## src/rtl/tlc_pkg.sv

```systemverilog
package tlc_pkg;

    // Phase codes: one-hot-ish spacing leaves four unused codes for recovery checks
    typedef enum logic [2:0] {
        PH_HWY_GO     = 3'b001,
        PH_HWY_AMBER  = 3'b011,
        PH_FARM_GO    = 3'b110,
        PH_FARM_AMBER = 3'b100
    } phase_e;

    typedef struct packed {
        logic grn;
        logic amb;
        logic red;
    } lamp_t;

endpackage

```

## src/rtl/tlc_interval_timer.sv

```systemverilog
module tlc_interval_timer #(
    parameter int GREEN_CAP   = 16,
    parameter int HOLD_TICKS  = 16,
    parameter int AMBER_TICKS = 3
) (
    input  logic clk,
    input  logic rst,
    input  logic restart,
    output logic amber_done,
    output logic cap_done,
    output logic hold_done
);

    localparam int LONG_A  = (GREEN_CAP > HOLD_TICKS) ? GREEN_CAP : HOLD_TICKS;
    localparam int LONGEST = (LONG_A > AMBER_TICKS) ? LONG_A : AMBER_TICKS;
    localparam int CW      = $clog2(LONGEST + 1);

    localparam logic [CW-1:0] AMBER_LAST = CW'(AMBER_TICKS - 1);
    localparam logic [CW-1:0] CAP_LAST   = CW'(GREEN_CAP - 1);
    localparam logic [CW-1:0] HOLD_LAST  = CW'(HOLD_TICKS - 1);

    typedef struct packed {
        logic [CW-1:0] ticks;
    } tmr_state_t;

    tmr_state_t tmr_d, tmr_q;

    always_comb begin
        tmr_d = tmr_q;
        if (restart) begin
            tmr_d.ticks = '0;
        end else if (tmr_q.ticks != '1) begin
            tmr_d.ticks = tmr_q.ticks + 1'b1;
        end
    end

    // Reset value is saturated, so every interval reads as already elapsed
    always_ff @(posedge clk) begin
        if (rst) begin
            tmr_q.ticks <= '1;
        end else begin
            tmr_q <= tmr_d;
        end
    end

    assign amber_done = (tmr_q.ticks >= AMBER_LAST);
    assign cap_done   = (tmr_q.ticks >= CAP_LAST);
    assign hold_done  = (tmr_q.ticks >= HOLD_LAST);


    tick_monotonic_chk: assert property (@(posedge clk) disable iff (rst)
        !restart |=> (tmr_q.ticks >= $past(tmr_q.ticks)));


    restart_zero_chk: assert property (@(posedge clk) disable iff (rst)
        restart |=> !cap_done && !hold_done);

endmodule

```

## src/rtl/tlc_sequencer.sv

```systemverilog
module tlc_sequencer
    import tlc_pkg::*;
(
    input  logic   clk,
    input  logic   rst,
    input  logic   car_det,
    input  logic   amber_done,
    input  logic   cap_done,
    input  logic   hold_done,
    output phase_e phase_q,
    output logic   restart
);

    typedef struct packed {
        phase_e phase;
    } seq_state_t;

    seq_state_t seq_d, seq_q;

    always_comb begin
        seq_d = seq_q;
        case (seq_q.phase)
            PH_HWY_GO: begin
                if (car_det && hold_done) seq_d.phase = PH_HWY_AMBER;
            end
            PH_HWY_AMBER: begin
                if (amber_done) seq_d.phase = PH_FARM_GO;
            end
            PH_FARM_GO: begin
                if (!car_det || cap_done) seq_d.phase = PH_FARM_AMBER;
            end
            PH_FARM_AMBER: begin
                if (amber_done) seq_d.phase = PH_HWY_GO;
            end
            default: begin
                seq_d.phase = PH_HWY_GO;
            end
        endcase
    end

    always_ff @(posedge clk) begin
        if (rst) begin
            seq_q.phase <= PH_HWY_GO;
        end else begin
            seq_q <= seq_d;
        end
    end

    assign phase_q = seq_q.phase;
    assign restart = (seq_d.phase != seq_q.phase);


    early_release_chk: assert property (@(posedge clk) disable iff (rst)
        (seq_q.phase == PH_FARM_GO && !car_det) |=> seq_q.phase == PH_FARM_AMBER);


    cap_release_chk: assert property (@(posedge clk) disable iff (rst)
        (seq_q.phase == PH_FARM_GO && cap_done) |=> seq_q.phase == PH_FARM_AMBER);


    hold_keep_chk: assert property (@(posedge clk) disable iff (rst)
        (seq_q.phase == PH_HWY_GO && !hold_done) |=> seq_q.phase == PH_HWY_GO);

endmodule

```

## src/rtl/tlc_lamp_decode.sv

```systemverilog
module tlc_lamp_decode
    import tlc_pkg::*;
(
    input  phase_e phase,
    output lamp_t  hwy,
    output lamp_t  farm
);

    always_comb begin
        case (phase)
            PH_HWY_GO: begin
                hwy  = '{grn: 1'b1, amb: 1'b0, red: 1'b0};
                farm = '{grn: 1'b0, amb: 1'b0, red: 1'b1};
            end
            PH_HWY_AMBER: begin
                hwy  = '{grn: 1'b0, amb: 1'b1, red: 1'b0};
                farm = '{grn: 1'b0, amb: 1'b0, red: 1'b1};
            end
            PH_FARM_GO: begin
                hwy  = '{grn: 1'b0, amb: 1'b0, red: 1'b1};
                farm = '{grn: 1'b1, amb: 1'b0, red: 1'b0};
            end
            PH_FARM_AMBER: begin
                hwy  = '{grn: 1'b0, amb: 1'b0, red: 1'b1};
                farm = '{grn: 1'b0, amb: 1'b1, red: 1'b0};
            end
            default: begin
                hwy  = '{grn: 1'b0, amb: 1'b0, red: 1'b1};
                farm = '{grn: 1'b0, amb: 1'b0, red: 1'b1};
            end
        endcase
    end

endmodule

```

## src/rtl/tlc_crossing_ctrl.sv

```systemverilog
module tlc_crossing_ctrl
    import tlc_pkg::*;
#(
    parameter int GREEN_CAP   = 16,
    parameter int HOLD_TICKS  = 16,
    parameter int AMBER_TICKS = 3
) (
    input  logic clk,
    input  logic rst,
    input  logic car_det,
    output logic hwy_grn,
    output logic hwy_amb,
    output logic hwy_red,
    output logic farm_grn,
    output logic farm_amb,
    output logic farm_red
);

    localparam int LONG_W = (GREEN_CAP > HOLD_TICKS) ? GREEN_CAP : HOLD_TICKS;
    localparam int CHK_W  = $clog2(LONG_W + 2);

    phase_e phase;
    logic   restart;
    logic   amber_done, cap_done, hold_done;
    lamp_t  hwy_lamp, farm_lamp;

    tlc_interval_timer #(
        .GREEN_CAP  (GREEN_CAP),
        .HOLD_TICKS (HOLD_TICKS),
        .AMBER_TICKS(AMBER_TICKS)
    ) i_timer (
        .clk       (clk),
        .rst       (rst),
        .restart   (restart),
        .amber_done(amber_done),
        .cap_done  (cap_done),
        .hold_done (hold_done)
    );

    tlc_sequencer i_seq (
        .clk       (clk),
        .rst       (rst),
        .car_det   (car_det),
        .amber_done(amber_done),
        .cap_done  (cap_done),
        .hold_done (hold_done),
        .phase_q   (phase),
        .restart   (restart)
    );

    tlc_lamp_decode i_decode (
        .phase(phase),
        .hwy  (hwy_lamp),
        .farm (farm_lamp)
    );

    assign hwy_grn  = hwy_lamp.grn;
    assign hwy_amb  = hwy_lamp.amb;
    assign hwy_red  = hwy_lamp.red;
    assign farm_grn = farm_lamp.grn;
    assign farm_amb = farm_lamp.amb;
    assign farm_red = farm_lamp.red;

    // Checker-only run counters observed at the lamp outputs
    logic [CHK_W-1:0] farm_run_q, hold_run_q;

    always_ff @(posedge clk) begin
        if (rst) begin
            farm_run_q <= '0;
            hold_run_q <= '1;
        end else begin
            farm_run_q <= farm_grn ? ((farm_run_q != '1) ? farm_run_q + 1'b1 : farm_run_q) : '0;
            if (farm_amb)
                hold_run_q <= '0;
            else if (hwy_grn && hold_run_q != '1)
                hold_run_q <= hold_run_q + 1'b1;
        end
    end


    no_dual_green_chk: assert property (@(posedge clk) disable iff (rst)
        !(hwy_grn && farm_grn));


    one_lamp_per_road_chk: assert property (@(posedge clk) disable iff (rst)
        ($countones({hwy_grn, hwy_amb, hwy_red}) == 1) &&
        ($countones({farm_grn, farm_amb, farm_red}) == 1));


    farm_cap_chk: assert property (@(posedge clk) disable iff (rst)
        farm_grn |-> (farm_run_q < CHK_W'(GREEN_CAP)));


    hold_min_chk: assert property (@(posedge clk) disable iff (rst)
        ($rose(hwy_amb) && !$past(rst)) |-> (hold_run_q >= CHK_W'(HOLD_TICKS)));


    amber_to_farm_chk: assert property (@(posedge clk) disable iff (rst)
        ($fell(hwy_amb) && !$past(rst)) |-> farm_grn);


    amber_to_hwy_chk: assert property (@(posedge clk) disable iff (rst)
        ($fell(farm_amb) && !$past(rst)) |-> hwy_grn);

endmodule

```

## config.mk

```make
export PLATFORM = sky130hd
export DESIGN_NAME = tlc_crossing_ctrl
export DESIGN_NICKNAME = d
export VERILOG_FILES = /design/src/rtl/tlc_pkg.sv /design/src/rtl/tlc_interval_timer.sv /design/src/rtl/tlc_sequencer.sv /design/src/rtl/tlc_lamp_decode.sv /design/src/rtl/tlc_crossing_ctrl.sv
export SDC_FILE = /design/constraint.sdc
export NUM_CORES = 1
export LEC_CHECK = 0
export ABC_AREA = 0
export ABC_CLOCK_PERIOD_IN_PS = 2300
export BUFFER_PORTS_ARGS = -buffer_cell sky130_fd_sc_hd__buf_2
export CORE_MARGIN = 2
export CORE_UTILIZATION = 35
export DETAILED_ROUTE_END_ITERATION = 6
export SLEW_MARGIN = 20
export SYNTH_ARGS = -nofsm -noshare
export SYNTH_HDL_FRONTEND = slang
export SYNTH_SLANG_ARGS = --single-unit
export TNS_END_PERCENT = 30
```

## constraint.sdc

```tcl
create_clock -name clk -period 2.3 [get_ports clk]
set_input_delay 0.115 -clock clk [delete_from_list [all_inputs] [get_ports clk]]
set_output_delay 0.115 -clock clk [all_outputs]
set_load 0.05 [all_outputs]
```

==> results of run 1 <==
[path summary, 6_finish.rpt]
path	startpoint	endpoint	slack, ps	cells after the start
worst max-delay path	i_timer.tmr_q[1]$_SDFFE_PP1P_	i_timer.tmr_q[0]$_SDFFE_PP1P_	390	6
worst min-delay path	rst	i_seq.phase_q[1]$_SDFF_PP0_	190	2
worst max register to register	i_timer.tmr_q[1]$_SDFFE_PP1P_	i_timer.tmr_q[0]$_SDFFE_PP1P_	390	6
worst min register to register	i_seq.phase_q[0]$_SDFF_PP1_	i_seq.phase_q[2]$_SDFF_PP0_	690	3
[flip-flops by register name, indices dropped and copies added (netlist names)]
register / cells
i_seq.phase_q: 3
i_timer.tmr_q: 5
[cells by family after synthesis]
group	synth area share (%)
buffers and inverters	4.11
xor gates and xnor gates	4.80
adders and majority gates	9.13
AOI/OAI and AO/OA	12.1
muxes	5.48
DFF	29.2
and+or+nand+nor	35.2
[area by class of cell]
class                           instances  area (sq um)  area share, %
Multi-Input combinational cell         44           365           58.3
Sequential cell                         8           160           25.5
Timing Repair Buffer                    8          40.0           6.39
Clock buffer                            3          22.5           3.59
Tap cell                               16          20.0           3.19
Inverter                                5          18.8           2.99
[power groups by stage]
stage / Clock (mW) / Sequential (mW) / Combinational [mW]
after global routing: 0.120 / 0.288 / 0.529
after floorplan: 0 / 0.259 / 0.388
after detailed placement: 0 / 0.279 / 0.467
after CTS: 0.115 / 0.276 / 0.470
after global placement: 0 / 0.277 / 0.457
final: 0.107 / 0.277 / 0.467
[cell usage after synthesis, drive strengths merged]
master   number
o31ai         1
and2          2
nor2b         2
a21oi         1
a21bo         1
nand2b        1
xnor2         3
ha            4
or4           1
or3           1
dfxtp         8
a211oi        1
mux2i         3
buf           1
and4b         1
a2111oi       1
and3          1
and4          1
nand4b        2
inv           5
or2           1
a211o         1
nor2          9
nor3          6
[worst register-to-register path, delay by kind of cell (launching register included)]
family / cells / cell delay (ps)
fa+ha+maj: 2 / 360
flops: 1 / 420
simple gates: 2 / 300
compound gates: 2 / 700
[cell usage in the layout, fill, tap and decap left out, types with 2 or more instances in the layout]
cell type and count:
buf_2 8, ha_1 4, dfxtp_1 8, nor3_2 5, inv_1 5, xnor2_1 3
clkbuf_4 3, mux2i_1 3, nand4b_1 2, and2_1 2, nor2b_1 2, nor2_1 9
[stage by stage]
step,hold WS (ps),utilization [%],area (sq um),setup slack [ps],total power [mW]
6_report,186,42.1,627,390,0.851
2_1_floorplan,426,-,548,567,0.646
4_1_cts,178,42.1,627,395,0.860
3_3_place_gp,445,40.6,604,448,0.734
5_1_grt,199,42.1,627,242,0.937
3_5_place_dp,456,40.6,604,406,0.746
[routing by layer]
layer  vias up  wire, um
met3         2        21
met2         4       507
met5         -         0
li1        224         -
met1       208       532
met4         0        14
==> reports/qor.yml, run 1 <==
status:
  status: "completed"
placed_design:
  place_congestion: 0.721
  dp.cells: 81
  port_buffers: 8
layout:
  fill_cells: 141
  drive_gt1_share_pct: 33.8
  diodes: 0
  final_cells: 84
  nets: 77
  synthToLayoutAreaGrowth_pct: 14.4
critical_path:
  crit_chain: "ha_1 -> and3_2 -> ha_1 -> o31ai_1 -> a2111oi_4 -> nor3_2"
  required_ps: 2420
  crit_path_frequent_cell: "ha_1"
  crit_buf_inv: 0
  worstSetupPathType: "reg -> reg"
  cp-start-kind: "flip-flop"
  worst-path-max-fanout: 6
  critPathSlowestCell: "a2111oi_4"
  end_kind: "flip-flop"
  slowest_delay_ps: 580
  crit_arrival_ps: 2030
  critPathTopFamily: "compound AO/OA/AOI/OAI gates"
global_routing:
  grtUsageMet3_pct: 1.25
  busiest_layer: "met2"
  grtUsageMet2_pct: 20.0
  grt_max_degree: 11
  grt_pass1_vias: 432
  grt_pass1_wl_um: 1890
  grt_usage_pct: 13.3
  antenna_found_initial: 0
  grt_overflow_total: 0
  grt.met1_usage_pct: 17.9
yosys:
  synth-seq-area-share_pct: 29.2
  yosysTopAreaCell: "dfxtp_1"
  syn_area_sq_um: 548
  yosys_warnings: 0
  synth-seq-cells: 8
  syn_nets: 65
  syn_avg_cell_area_sq_um: 9.45
  synth_top_area_share_pct: 29.2
  synth_area_leaders: "dfxtp_1 (29%), ha_1 (9.1%), nor3_2 (9.1%)"
  ys_types: 25
  synthCells: 58
sta:
  period_share_pct: 83.1
  period_needed_ps: 1910
  worstMarginPinSlew_ps: 520
  fin_skew_ps: 2.39
  fin_setup_tns_ps: 0
  final_max_slew_viol_count: 0
  fmaxAchievable_ghz: 0.523
  finalHoldViolCount: 0
  setup_violations: 0
  relSlewSlack_pct: 65.3
  grt_setup_unrepaired: "false"
floorplanning:
  initial_core_util_pct: 36.8
  die_h_um: 43.6
  core_area_sq_um: 1490
  dieArea_sq_um: 1900
  fp.dieW_um: 43.6
  ios: 9
  placementRows: 14
drt:
  vias: 438
  drtPass1Iterations: 4
  vias_per_cell: 5.21
  drt_wl_total_um: 1080
  drc: 0
  drt_iter0_drc: 7
  ant_nets: 0
  routedWlPerCell_um: 12.8
power_and_ir_drop:
  p_switching_uw: 392
  seqPwrFrac_pct: 32.5
  clock_power_share_pct: 12.6
  pwr_density_cell_nw_per_um2: 1360
  power.internal_uw: 459
  peakVddDrop_uv: 609
  power_leakage_nw: 0.267
  pwr-share-comb_pct: 54.9
  swShare_pct: 46.1
clock_network:
  clockRootBuffer: "clkbuf_4"
  cts_buffers: 3
  clock_sinks: 8
  clk_latency_ps: 250
  cts_resized: 0
  cts_tree: "yes"
  clk_pin_slew_ps: 50
  hold_buffers: 0
  htree_num_levels: 1
  post_cts_buffers: 0
  clock_path_buffers: 2
worst_hold_path:
  hp-class: "in -> reg"
flow_run:
  cap_violations: 0
Note: power is estimated with default switching activity, not from simulation.
==> inputs of run 2 (changes only) <==
--- a/config.mk
+++ b/config.mk
@@ -5,8 +5,8 @@
 export SDC_FILE = /design/constraint.sdc
 export NUM_CORES = 1
 export LEC_CHECK = 0
-export ABC_AREA = 0
-export ABC_CLOCK_PERIOD_IN_PS = 2300
+export ABC_AREA = 1
+export ABC_CLOCK_PERIOD_IN_PS = 2000
 export BUFFER_PORTS_ARGS = -buffer_cell sky130_fd_sc_hd__buf_2
 export CORE_MARGIN = 2
 export CORE_UTILIZATION = 35
==> constraint.sdc (replaced) <==
create_clock -name clk -period 2 [get_ports clk]
set_input_delay 0.1 -clock clk [delete_from_list [all_inputs] [get_ports clk]]
set_output_delay 0.1 -clock clk [all_outputs]
set_load 0.05 [all_outputs]
==> run 2 against run 1 <==
Register-to-register slack worse by 90 ps. Wire length is 15% lower. Sequential share of layout area is 1.7 points higher. Worst setup slack worse by 91 ps. Worst hold slack worse by 110 ps. Fmax is 12% higher. Combinational power is 10% higher. Sequential cell count stayed put. Die area is 6.9% lower. First-iteration DRC count is 14% lower.
==> reports/qor.yml, run 2 <==
clock_network:
  cts_resized: 0  # unchanged
  hold_buffers: 0  # unchanged
  htree_num_levels: 1  # unchanged
  cts_tree: "yes"
  clk_latency_ps: 250  # about the same
  clock_path_buffers: 2  # unchanged
  cts_buffers: 3  # unchanged
  post_cts_buffers: 0  # unchanged
  clk_pin_slew_ps: 60  # about the same
  clockRootBuffer: "clkbuf_4"
  clock_sinks: 8  # unchanged
worst_hold_path:
  hp-class: "in -> reg"
layout:
  mostFrequentLayoutCell: "inv_1"
  layout_common_cells: "inv_1 (16), nand2_1 (15), nor2_1 (15), dfxtp_1 (8), buf_2 (8)"
  fin_area_sq_um: 588  # -6.2%
  diodes: 0  # unchanged
  largest_reg_flops: 5  # unchanged
  nets: 98  # +27%
  top_register: "i_timer.tmr_q"
  drive_gt1_share_pct: 18.0  # -16 points
  final_util_pct: 44.1  # +2.0 points
  synthToLayoutAreaGrowth_pct: 16.0
yosys:
  synth-seq-area-share_pct: 31.6  # +2.4 points
  syn_area_sq_um: 507  # -7.5%
  yosysTopAreaCell: "dfxtp_1"
  synth-edff-count: 0  # unchanged
  ys_types: 16  # -36%
  synth.most_common_cell: "inv_1"
  syn_avg_cell_area_sq_um: 6.50  # -31%
  yosys_warnings: 0  # unchanged
  syn_nets: 85  # +31%
  synthFlopType: "dfxtp_1"
  synth_top_area_share_pct: 31.6  # +2.4 points
  synthTopCellsByCount: "inv_1 (16), nand2_1 (15), nor2_1 (15), dfxtp_1 (8), o21ai_0 (5)"
  synth_area_leaders: "dfxtp_1 (32%), inv_1 (12%), nand2_1 (11%)"
  synthCells: 78  # +34%
  synth-seq-cells: 8  # unchanged
  async_flop_share_pct: 0  # unchanged
drt:
  vias: 462  # +5.5%
  drt_iter0_drc: 6  # -1
  routedWlPerCell_um: 8.78  # -31%
  ant_nets: 0  # unchanged
  drc: 0  # unchanged
  dr_wl_met3_um: 46  # +120%
  drt_wl_total_um: 913  # -15%
  wl_met2_um: 370  # -27%
  top_layer_used: "met4"
  m1WireLength_um: 491  # -7.7%
  vias_per_cell: 4.44  # -15%
  drtPass1Iterations: 4  # unchanged
sta:
  holdWs_ps: 71.3  # -114 ps
  worstMarginPinSlew_ps: 241  # -280 ps
  finalHoldViolCount: 0  # unchanged
  period_needed_ps: 1700  # -209 ps
  fin_skew_ps: 6.53  # +4.15 ps
  relSlewSlack_pct: 83.9  # +19 points
  period_share_pct: 85.1  # +2.0 points
  final_max_slew_viol_count: 0  # unchanged
  fin_setup_tns_ps: 0  # unchanged
  fmaxAchievable_ghz: 0.588  # +12%
  grt_setup_unrepaired: "false"
  setup_violations: 0  # unchanged
placed_design:
  place_congestion: 0.786  # +9.0%
  port_buffers: 8  # unchanged
  hpwl_um: 754
  postPlaceCellArea_sq_um: 566  # -6.4%
power_and_ir_drop:
  pwr_density_cell_nw_per_um2: 1600  # +18%
  peakVddDrop_uv: 692  # +14%
  power_leakage_nw: 0.344  # +29%
floorplanning:
  dieArea_sq_um: 1770  # -6.9%
  initial_core_util_pct: 38.0  # +1.2 points
  die_h_um: 42.1  # -3.5%
  core_area_sq_um: 1330  # -10%
  placementRows: 13  # -1
  ios: 9  # unchanged
  fp.dieW_um: 42.1  # -3.5%
critical_path:
  worstSetupPathType: "reg -> reg"
  end_kind: "flip-flop"
  required_ps: 2140  # -280 ps
  crit_arrival_ps: 1840  # -190 ps
  cp-start-kind: "flip-flop"
  worst-path-max-fanout: 6  # unchanged
global_routing:
  grt_pass1_vias: 398  # -7.9%
  antenna_found_initial: 0  # unchanged
  grt_overflow_total: 0  # unchanged
  grt_pass1_wl_um: 1610  # -15%
  grt_usage_pct: 12.4  # -0.92 points
  grt_max_degree: 7  # -4
status:
  status: "completed"
flow_run:
  cap_violations: 0  # unchanged
run 2: changes by cell type after synthesis, sizes merged, moves of 3 or more:
cell   delta
nor2      +7
nand2    +15
nand3     +4
nor3      -5
mux2i     -3
inv      +12
o21ai     +5
run 2: report_power, final:
group | switching, mW | internal [mW] | total [mW]
Sequential | 0.0776 | 0.224 | 0.302
Combinational | 0.326 | 0.191 | 0.516
Clock | 0.0521 | 0.0685 | 0.121
run 2: critical path: stages, from the launching register on:
cell	delay [ps]
dfxtp_1	420
ha_1	200
inv_1	50
nor2_1	140
ha_1	160
nor2_1	40
o21ai_0	80
nand4_1	150
nand3_2	160
nor2_1	50
nor2_1	90
nand2_1	60
run 2: metrics by stage:
step / power [mW] / worst slack [ps] / cells
CTS: 0.955 / 276 / 104
global placement: 0.825 / 283 / 101
finish: 0.939 / 299 / 104
detailed placement: 0.827 / 269 / 101
floorplan: 0.722 / 260 / 78
global route: 1.05 / 45.7 / 104
run 2: kinds of logic (layout without fill, tap and decap cells):
family	Yosys count	count (layout)	synth area share (%)
buffers and inverters	17	28	12.6
xor gates and xnor gates	3	3	5.19
AOI/OAI and AO/OA	5	5	4.94
adders and majority gates	4	4	9.88
and+or+nand+nor	41	41	35.8
DFF	8	8	31.6
run 2: final cells by class:
| class | instances | area (sq um) |
|---|---|---|
| clock buffer | 3 | 22.5 |
| multi-input combinational | 53 | 283 |
| sequential | 8 | 160 |
| tap | 15 | 18.8 |
| fill | 149 | 746 |
| timing repair buffer | 8 | 40.0 |
| inverter | 17 | 63.8 |
run 2: worst paths after layout:
| kind | from | endpoint | slack (ps) | cells past startpoint |
|---|---|---|---|---|
| setup reg to reg | i_timer.tmr_q[1]$_SDFFE_PP1P_ | i_timer.tmr_q[4]$_SDFFE_PP1P_ | 300 | 11 |
| hold reg to reg | i_timer.tmr_q[4]$_SDFFE_PP1P_ | i_timer.tmr_q[4]$_SDFFE_PP1P_ | 530 | 2 |
| setup / recovery | i_timer.tmr_q[1]$_SDFFE_PP1P_ | i_timer.tmr_q[4]$_SDFFE_PP1P_ | 300 | 11 |
| hold / removal | rst | i_timer.tmr_q[1]$_SDFFE_PP1P_ | 70 | 3 |
run 2: metal layers:
layer | vias up | GRT usage [%]
li1 | 259 | -
met5 | - | 0
met4 | 0 | 7.50
met2 | 9 | 16.3
met1 | 192 | 16.4
met3 | 2 | 5.60
==> inputs of run 3 (changes only) <==
--- a/config.mk
+++ b/config.mk
@@ -11,6 +11,7 @@
 export CORE_MARGIN = 2
 export CORE_UTILIZATION = 35
 export DETAILED_ROUTE_END_ITERATION = 6
+export PLACE_DENSITY_LB_ADDON = 0.1
 export SLEW_MARGIN = 20
 export SYNTH_ARGS = -nofsm -noshare
 export SYNTH_HDL_FRONTEND = slang
==> run 3 against run 2 <==
Total power grew 3.9%. Design area up 2.8%. Highest routed layer unchanged. Via count is 5.2% higher. Clock skew shrank 3.0 ps. Largest power group unchanged. Largest cell class unchanged. Critical endpoint is now i_timer.tmr_q[1]$_SDFFE_PP1P_.
==> reports/qor.yml, run 3 (synthesized netlist as in run 2, its figures left out) <==
sta:
  relSlewSlack_pct: 84.1  # +0.22 points
  finalHoldViolCount: 0  # unchanged
  period_needed_ps: 1750  # +45.0 ps
  final_max_slew_viol_count: 0  # unchanged
  fmaxAchievable_ghz: 0.573  # -2.6%
  grt_setup_unrepaired: "false"
  worstMarginPinSlew_ps: 237  # -3.28 ps
  fin_skew_ps: 3.56  # -2.98 ps
  holdWs_ps: 57.0  # -14.3 ps
  setup_violations: 0  # unchanged
  fin_setup_tns_ps: 0  # unchanged
  period_share_pct: 87.3  # +2.2 points
layout:
  synthToLayoutAreaGrowth_pct: 19.3
  drive_gt1_share_pct: 20.0  # +2.0 points
  mostFrequentLayoutCell: "inv_1"
  final_util_pct: 45.3  # +1.2 points
  fin_area_sq_um: 604  # +2.8%
  top_register: "i_timer.tmr_q"
  layout_common_cells: "inv_1 (16), nand2_1 (15), nor2_1 (15), buf_2 (8), dfxtp_1 (7)"
  fill_cells: 147  # -1.3%
  diodes: 0  # unchanged
  nets: 99  # +1.0%
  largest_reg_flops: 5  # unchanged
critical_path:
  worstSetupPathType: "reg -> reg"
  required_ps: 2150  # about the same
  end_kind: "flip-flop"
  crit_arrival_ps: 1890  # +50 ps
  cp-start-kind: "flip-flop"
  worst-path-max-fanout: 6  # unchanged
floorplanning:
  core_area_sq_um: 1330  # unchanged
  ios: 9  # unchanged
  placementRows: 13  # unchanged
  fp.dieW_um: 42.1  # unchanged
  dieArea_sq_um: 1770  # unchanged
  initial_core_util_pct: 38.0  # unchanged
  die_h_um: 42.1  # unchanged
global_routing:
  grt_max_degree: 7  # unchanged
  grt_overflow_total: 0  # unchanged
  antenna_found_initial: 0  # unchanged
  grt_pass1_wl_um: 1610  # unchanged
  grt_pass1_vias: 404  # +1.5%
  grt_usage_pct: 12.0  # -0.40 points
clock_network:
  clock_path_buffers: 2  # unchanged
  clk_latency_ps: 250  # about the same
  cts_buffers: 3  # unchanged
  clock_sinks: 8  # unchanged
  htree_num_levels: 1  # unchanged
  clockRootBuffer: "clkbuf_4"
  clk_pin_slew_ps: 50  # about the same
  cts_tree: "yes"
drt:
  routedWlPerCell_um: 8.85  # +0.78%
  drt_wl_total_um: 929  # +1.8%
  ant_nets: 0  # unchanged
  vias_per_cell: 4.63  # +4.2%
  vias: 486  # +5.2%
  drtPass1Iterations: 4  # unchanged
  drc: 0  # unchanged
  drt_iter0_drc: 7  # +1
placed_design:
  hpwl_um: 721  # -4.4%
  place_congestion: 0.779  # -0.83%
  postPlaceCellArea_sq_um: 566  # unchanged
  port_buffers: 8  # unchanged
power_and_ir_drop:
  pwr_density_cell_nw_per_um2: 1610  # +1.1%
  peakVddDrop_uv: 626  # -9.6%
  power_leakage_nw: 0.349  # +1.6%
status:
  status: "completed"
worst_hold_path:
  hp-class: "in -> reg"
flow_run:
  cap_violations: 0  # unchanged
## run 3: changes by cell type in the layout (fill, tap and decap cells not counted), sizes merged
cell  before  now
buf        8    9
## run 3: path summary, 6_finish.rpt
check	start	endpoint	slack [ps]	cells past startpoint
max	i_timer.tmr_q[1]$_SDFFE_PP1P_	i_timer.tmr_q[1]$_SDFFE_PP1P_	250	11
max reg2reg	i_timer.tmr_q[1]$_SDFFE_PP1P_	i_timer.tmr_q[1]$_SDFFE_PP1P_	250	11
min	rst	i_timer.tmr_q[4]$_SDFFE_PP1P_	60	3
min reg2reg	i_timer.tmr_q[4]$_SDFFE_PP1P_	i_timer.tmr_q[4]$_SDFFE_PP1P_	510	2
## run 3: critical path: stages (launching register included)
cell	delay (ps)
dfxtp_1	410
ha_1	200
inv_1	40
nor2_1	150
ha_1	170
nor2_1	50
o21ai_0	80
nand4_1	190
nand3_4	180
nor2_1	50
nor2_1	80
nand2_1	50
## run 3: final cells by class
| type | instances | area [sq um] | share of cell area [%] |
|---|---|---|---|
| Clock buffer | 3 | 22.5 | 3.73 |
| Timing Repair Buffer | 9 | 47.5 | 7.87 |
| Tap cell | 15 | 18.8 | 3.11 |
| Inverter | 17 | 63.8 | 10.6 |
| Sequential cell | 8 | 161 | 26.7 |
| Multi-Input combinational cell | 53 | 290 | 48.0 |
## run 3: timing repair
| item | CTS | global route |
|---|---|---|
| resized for setup | 0 | 2 |
| hold buffers | 0 | 0 |
| setup buffers | 0 | 1 |
| setup endpoints to repair | 0 | 1 |
## run 3: where the power goes
group | switching (mW) | internal, mW
Sequential | 0.0734 | 0.226
Combinational | 0.348 | 0.209
Clock | 0.0505 | 0.0684
## run 3: per-layer routing
| layer | routed length, um | track usage [%] | part of all wire [%] |
|---|---|---|---|
| met3 | 32 | 1.29 | 3.4 |
| met2 | 397 | 17.5 | 43 |
| met5 | 0 | 0 | 0 |
| met1 | 468 | 16.0 | 50 |
| met4 | 31 | 9.38 | 3.3 |
## run 3: per-stage QoR
step           setup WS, ps  instances  power, mW
6_report                254        105      0.975
5_1_grt                17.2        105       1.08
4_1_cts                 213        104      0.954
3_5_place_dp            237        101      0.823
3_3_place_gp            315        101      0.835
2_1_floorplan           260         78      0.722
